File: src/rtl/serial_link_port.sv
`timescale 1ns/1ps
module serial_link_port #(
  parameter int OVS = 16
) (
  input  logic       clk,
  input  logic       rst_n,
  input  logic [2:0] reg_addr,
  input  logic       reg_wr,
  input  logic       reg_rd,
  input  logic [7:0] reg_wdata,
  output logic [7:0] reg_rdata,
  input  logic       rxd,
  output logic       txd,
  input  logic       dcd_n,
  input  logic       cts_n,
  output logic       rts_n,
  output logic       irq
);
  localparam int SW = $clog2(OVS);
  localparam logic [SW-1:0] MID  = SW'(OVS / 2 - 1);
  localparam logic [SW-1:0] LAST = SW'(OVS - 1);

  typedef enum logic [1:0] {RX_IDLE, RX_START, RX_BITS} rx_st_t;

  logic [7:0]  mode_r;
  logic [2:0]  aux_r;
  logic [15:0] div_r, tick_cnt;
  logic        tick;

  wire rx_on    = mode_r[0];
  wire tx_on    = mode_r[1];
  wire len8     = mode_r[2];
  wire par_en   = mode_r[3];
  wire par_odd  = mode_r[4];
  wire two_stop = mode_r[5];
  wire mp_on    = mode_r[6];
  wire has_x    = mp_on | par_en;
  wire [3:0] dbits = len8 ? 4'd8 : 4'd7;

  wire wr_data = reg_wr && reg_addr == 3'd5;
  wire rd_data = reg_rd && reg_addr == 3'd5;
  wire wr_stat = reg_wr && reg_addr == 3'd4;

  always_ff @(posedge clk) begin
    if (!rst_n) begin
      mode_r <= '0;
      aux_r  <= '0;
      div_r  <= '0;
    end else if (reg_wr) begin
      case (reg_addr)
        3'd0: mode_r <= reg_wdata;
        3'd1: aux_r <= reg_wdata[2:0];
        3'd2: div_r[7:0] <= reg_wdata;
        3'd3: div_r[15:8] <= reg_wdata;
        default: ;
      endcase
    end
  end

  assign tick = tick_cnt >= div_r;
  always_ff @(posedge clk) begin
    if (!rst_n) tick_cnt <= '0;
    else        tick_cnt <= tick ? 16'd0 : tick_cnt + 16'd1;
  end

  // transmitter
  logic [7:0]    thr;
  logic          thr_full, tx_busy;
  logic [11:0]   tx_sh;
  logic [3:0]    tx_left;
  logic [SW-1:0] tx_sub;

  wire        tx_load = tx_on && !tx_busy && thr_full;
  wire [7:0]  tdat    = len8 ? thr : {1'b0, thr[6:0]};
  wire        tx_xb   = !has_x ? 1'b1 : (mp_on ? aux_r[0] : (^tdat ^ par_odd));
  wire [11:0] tx_frame = len8 ? {2'b11, tx_xb, thr, 1'b0}
                              : {3'b111, tx_xb, thr[6:0], 1'b0};
  wire [3:0]  tx_n = 4'd1 + dbits + {3'b0, has_x} + (two_stop ? 4'd2 : 4'd1);

  always_ff @(posedge clk) begin
    if (!rst_n) begin
      thr <= '0; thr_full <= 1'b0; tx_busy <= 1'b0;
      tx_sh <= '1; tx_left <= '0; tx_sub <= '0;
    end else begin
      if (tx_load) begin
        tx_sh <= tx_frame; tx_left <= tx_n; tx_sub <= '0; tx_busy <= 1'b1;
      end else if (tx_busy && tick) begin
        if (tx_sub == LAST) begin
          tx_sub  <= '0;
          tx_sh   <= {1'b1, tx_sh[11:1]};
          tx_left <= tx_left - 4'd1;
          if (tx_left == 4'd1) tx_busy <= 1'b0;
        end else tx_sub <= tx_sub + SW'(1);
      end
      if (wr_data) begin
        thr <= reg_wdata; thr_full <= 1'b1;
      end else if (tx_load) thr_full <= 1'b0;
    end
  end

  assign txd = tx_busy ? tx_sh[0] : 1'b1;


  load_takes_holding_chk: assert property (@(posedge clk) disable iff (!rst_n)
    $rose(tx_busy) |-> $past(thr_full));

  frame_ends_high_chk: assert property (@(posedge clk) disable iff (!rst_n)
    $fell(tx_busy) |-> $past(txd));

  // receiver
  logic [1:0]    rx_sync;
  rx_st_t        rx_st;
  logic [SW-1:0] rx_sub;
  logic [3:0]    rx_idx;
  logic [8:0]    rx_buf;
  logic [7:0]    rdr;
  logic          rx_rdy, err_par, err_frm, err_ovr, mp_bit;

  wire       rx_s    = rx_sync[1];
  wire       rx_live = rx_on && !dcd_n;
  wire [3:0] rx_n    = dbits + {3'b0, has_x};
  wire       rx_done = rx_live && tick && rx_st == RX_BITS && rx_sub == LAST && rx_idx == rx_n;
  wire [7:0] rd8     = len8 ? rx_buf[7:0] : {1'b0, rx_buf[6:0]};
  wire       rxx     = len8 ? rx_buf[8] : rx_buf[7];

  always_ff @(posedge clk) begin
    if (!rst_n) begin
      rx_sync <= 2'b11; rx_st <= RX_IDLE; rx_sub <= '0; rx_idx <= '0; rx_buf <= '0;
    end else begin
      rx_sync <= {rx_sync[0], rxd};
      if (!rx_live) rx_st <= RX_IDLE;
      else if (tick) begin
        case (rx_st)
          RX_IDLE: if (!rx_s) begin rx_st <= RX_START; rx_sub <= '0; end
          RX_START:
            if (rx_sub == MID) begin
              rx_st <= rx_s ? RX_IDLE : RX_BITS; rx_sub <= '0; rx_idx <= '0;
            end else rx_sub <= rx_sub + SW'(1);
          default:
            if (rx_sub == LAST) begin
              rx_sub <= '0;
              if (rx_idx == rx_n) rx_st <= RX_IDLE;
              else begin rx_buf[rx_idx] <= rx_s; rx_idx <= rx_idx + 4'd1; end
            end else rx_sub <= rx_sub + SW'(1);
        endcase
      end
    end
  end

  always_ff @(posedge clk) begin
    if (!rst_n) begin
      rdr <= '0; rx_rdy <= 1'b0; err_par <= 1'b0; err_frm <= 1'b0; err_ovr <= 1'b0; mp_bit <= 1'b0;
    end else begin
      if (rd_data) rx_rdy <= 1'b0;
      if (rx_done) begin
        if (rx_rdy) err_ovr <= 1'b1;
        else begin
          rdr <= rd8; rx_rdy <= 1'b1;
          if (par_en && !mp_on && (^rd8 ^ rxx ^ par_odd)) err_par <= 1'b1;
          if (mp_on) mp_bit <= rxx;
          if (!rx_s) err_frm <= 1'b1;
        end
      end
      if (wr_stat) begin err_par <= 1'b0; err_frm <= 1'b0; err_ovr <= 1'b0; end
    end
  end


  rx_off_idle_chk: assert property (@(posedge clk) disable iff (!rst_n)
    !rx_live |=> rx_st == RX_IDLE);

  ready_after_frame_chk: assert property (@(posedge clk) disable iff (!rst_n)
    $rose(rx_rdy) |-> $past(rx_st == RX_BITS));

  overrun_keeps_data_chk: assert property (@(posedge clk) disable iff (!rst_n)
    $rose(err_ovr) |-> $stable(rdr) && $past(rx_rdy));

  // host side
  wire       tx_flag = !thr_full && !cts_n;
  wire [7:0] stat = {1'b0, ~dcd_n, mp_bit, err_ovr, err_frm, err_par, tx_flag, rx_rdy};

  always_comb begin
    case (reg_addr)
      3'd0:    reg_rdata = mode_r;
      3'd1:    reg_rdata = {5'b0, aux_r};
      3'd2:    reg_rdata = div_r[7:0];
      3'd3:    reg_rdata = div_r[15:8];
      3'd4:    reg_rdata = stat;
      3'd5:    reg_rdata = rdr;
      default: reg_rdata = 8'h00;
    endcase
  end

  assign irq   = (rx_rdy & aux_r[1]) | (tx_flag & aux_r[2]);
  assign rts_n = ~mode_r[7];
endmodule

File: config.mk
export PLATFORM = sky130hd
export DESIGN_NAME = serial_link_port
export DESIGN_NICKNAME = d
export VERILOG_FILES = /design/src/rtl/serial_link_port.sv
export SDC_FILE = /design/constraint.sdc
export NUM_CORES = 1
export LEC_CHECK = 0
export BUFFER_PORTS_ARGS = -buffer_cell sky130_fd_sc_hd__buf_2
export CELL_PAD_IN_SITES_DETAIL_PLACEMENT = 0
export CELL_PAD_IN_SITES_GLOBAL_PLACEMENT = 1
export CORE_MARGIN = 2
export CORE_UTILIZATION = 50
export DETAILED_ROUTE_END_ITERATION = 10
export HOLD_SLACK_MARGIN = 0.08
export PLACE_DENSITY = 0.82
export SETUP_SLACK_MARGIN = 0.1
export SLEW_MARGIN = 20
export SYNTH_ARGS = -nofsm -noshare
export SYNTH_HDL_FRONTEND = slang
export SYNTH_SLANG_ARGS = --single-unit
File: constraint.sdc
create_clock -name clk -period 7.25 [get_ports clk]
set_input_delay 0.725 -clock clk [delete_from_list [all_inputs] [get_ports clk]]
set_output_delay 0.725 -clock clk [all_outputs]
set_load 0.02 [all_outputs]
==> out/metrics.csv <==
stage,metric,value,unit
logic_synthesis,synth_compound_area_share,15.64,%
floorplanning,dieArea,12360,sq um
cells_and_area,fillers,1068,
cells_and_area,fin_area,6241,sq um
sta,slew_headroom,51.25,%
pwr,p_leak,2.162,nW
logic_synthesis,syn_nets,754,
cells_and_area,nets,761,
sta,finalCriticalPeriod,2.957,ns
cts,htreeDepth,3,
worst_setup_path,startpoint,mode_r[2]$_SDFFE_PN0P_,
logic_synthesis,syn-cell-area,5743,sq um
sta,hold_viol_final,0,
floorplanning,coreArea,11320,sq um
global_routing,grt_max_degree,57,
worst_setup_path,r2r_end,err_par$_SDFFE_PP0P_,
drt,via_per_inst,5.597,
logic_synthesis,synth_edf_count,0,
logic_synthesis,synth_area_per_cell,8.181,sq um
placement,place_area,5936,sq um
logic_synthesis,synth-seq-cells,105,
worst_setup_path,end_kind,flip-flop,
sta,rsz0062_at_grt,no,
cts,cts_max_path_buffers,2,
drt,wl_per_cell,15.91,microns
worst_setup_path,worstRegToRegCells,8,
cts,cts_buffers,9,
cts,post-cts-setup-buffer-count,0,
sta,fin_crit_sh,40.79,%
worst_setup_path,worstPathArrival,3.25,ns
status,outcome,"complete, no violations",
job,drv_cap,0,
sta,whs,0.4194,ns
worst_setup_path,endpoint,err_par$_SDFFE_PP0P_,
worst_setup_path,critPathRequiredTime,7.54,ns
pwr,power.density,189.1,nW/um^2
worst_setup_path,rr_startpoint,mode_r[2]$_SDFFE_PN0P_,
sta,maxSlewViolCount,0,
cells_and_area,most-common-layout-cells,"nand2_1, dfxtp_1, a21oi_1, inv_1, nor2_1",
drt,vias,4791,
drt,dr.pass1.iters,4,
cts,cts_num_sinks,105,
logic_synthesis,ys_types,66,
cells_and_area,final_common_cell,nand2_1,
worst_setup_path,crit_path_start_kind,flip-flop,
placement,place_hpwl,9966,microns
cells_and_area,synthToLayoutAreaGrowth,8.671,%
floorplanning,start_util,50.73,%
global_routing,grt_pass1_vias,4641,
sta,setup_viol,0,
logic_synthesis,synthCells,702,
worst_setup_path,reg2reg_slack,4.29,ns
logic_synthesis,synth_top_family_by_area,simple AND/OR/NAND/NOR gates,
cts,ctsHoldBuffers,0,
global_routing,grt_usage,22.92,%
global_routing,antenna_found_initial,0,
logic_synthesis,synth.area.mux_share,6.013,%
logic_synthesis,ys_warn_count,0,
cts,clk_pin_slew_worst_paths,0.07,ns
cells_and_area,seq_area,2102,sq um
drt,remaining_drc_errors,0,
cts,postCtsResizedCells,0,
placement,gp_congestion,0.7977,
worst_hold_path,hp-start,rx_sync[0]$_SDFF_PN1_,
sta,max_freq,338.1,MHz
cts,cts_tree,done,
sta,setup-tns-final,0,ns
global_routing,grt_overflow_total,0,
cells_and_area,diodes,0,
drt,drtIter0Drc,250,
logic_synthesis,synthXorXnorAreaFrac,5.882,%
drt,wl,13620,microns
logic_synthesis,synth-seq-area-share,36.60,%
cts,cts-root-buf,clkbuf_16,
floorplanning,rows,39,
logic_synthesis,synth_ff_type,dfxtp_1,
sta,worstMarginPinSlew,0.7313,ns
placement,port_buffers,28,
floorplanning,ios,29,
floorplanning,die_h,111.2,microns
pwr,peakVddDrop,0.1172,mV
global_routing,grt_pass1_wl,23020,microns
sta,finClkSkew,0.007100,ns
worst_setup_path,worstSetupPathType,flip-flop to flip-flop,
worst_setup_path,cp_max_fo,18,
worst_hold_path,min_path_type,flip-flop to flip-flop,
logic_synthesis,async_reset_ff_share,0,%
cells_and_area,drive_gt1_share,8.976,%
floorplanning,die_w,111.2,microns
cts,worst_skew_pair.late_latency,0.36,ns
logic_synthesis,yosys.area_share.simple,22.66,%
logic_synthesis,synthAdderAreaFrac,7.538,%
drt,antenna_left,0,
cells_and_area,multi_input_area,3316,sq um
==> critical path: stages, from the launching register on <==
cell and delay, ns:
dfxtp_1 0.56, inv_1 0.24, ha_1 0.26, or3b_1 0.36
a211oi_2 0.33, nand3b_1 0.17, a311oi_4 0.63, a41oi_1 0.20
nor2_1 0.13
==> cell usage after synthesis (2+ instances only) <==
cell      count  area (sq um)
o22ai_1       7         43.79
nor3b_1       5         37.54
a21oi_1      48         240.2
a311oi_1      6         52.55
nand3b_1      3         22.52
xnor2_1      22         192.7
a31oi_4       2         42.54
or2_2         3         18.77
a22oi_1       6         45.04
or3_1         8         50.05
mux2_2        2         22.52
and2_1        6         37.54
nand2b_1      9         56.30
xor2_1       14         122.6
inv_1        47         176.4
nor3_1        4         20.02
dfxtp_1     105          2102
a31oi_1      13         81.33
nor2b_1       2         12.51
nand4b_1      3         26.28
a32o_1        2         20.02
nand3_1      29         145.1
and3_1        6         37.54
a41oi_1       2         17.52
o21ai_0      27         135.1
nor4b_1       6         52.55
buf_1         5         18.77
nand4_1      11         68.82
nor2_1       46         172.7
a211oi_1      2         15.01
nor4_1        4         25.02
nand2_1     125         469.2
a31o_2        2         17.52
buf_2         5         25.02
ha_1         33         412.9
clkbuf_1     23         86.33
mux2i_1      30         300.3
==> report_power, final <==
group          switching, mW  internal [mW]
registers            0.00599          0.583
clock network          0.221          0.285
logic                 0.0582         0.0272
==> how the worst min path moves through the flow <==
stage | endpoint | slack, ns | cells after the start
6_report | rx_sync[1]$_SDFF_PN1_ | 0.42 | 1
5_1_grt | rx_sync[1]$_SDFF_PN1_ | 0.45 | 1
4_1_cts | rx_sync[1]$_SDFF_PN1_ | 0.42 | 1
3_5_place_dp | rx_sync[1]$_SDFF_PN1_ | 0.41 | 1
3_3_place_gp | rx_sync[1]$_SDFF_PN1_ | 0.39 | 1
2_1_floorplan | rx_sync[1]$_SDFF_PN1_ | 0.39 | 1
==> cell type report <==
cell class / instances / area share [%]
multi-input cells: 515 / 53.13
flip-flops and latches: 105 / 33.68
clock buffers: 11 / 4.050
well taps: 143 / 2.867
inverters: 47 / 2.827
repair buffers: 31 / 2.606
clock inverters: 4 / 0.8420
==> sequential cells by signal, summed over array words and instances, names as in the netlist, 8 cells and up <==
register / flops
div_r: 16
tick_cnt: 16
tx_sh: 10
rx_buf: 9
mode_r: 8
rdr: 8
thr: 8
==> metal layers <==
layer | share of wire, % | global-route usage [%]
met3 | 3.4 | 3.116
met1 | 51 | 34.04
met2 | 44 | 34.07
met5 | 0 | 0
met4 | 1.7 | 7.984
==> kinds of logic after synthesis <==
family          count (synthesis)
simple gates                  276
compound gates                135
flops                         105
buf+inv                        82
xor+xnor                       37
fa+ha+maj                      34
mux                            33
==> through the flow <==
stage          worst slack (ns)  util, %  std cells  power, mW
5_1_grt                   4.026    55.13        856      1.215
3_5_place_dp              4.315    52.43        841     0.6867
4_1_cts                   4.291    55.13        856      1.188
3_3_place_gp              4.414    52.43        841     0.6852
2_1_floorplan             4.519        -        702     0.6604
6_report                  4.293    55.13        856      1.180
(Power assumes the default switching activity.)
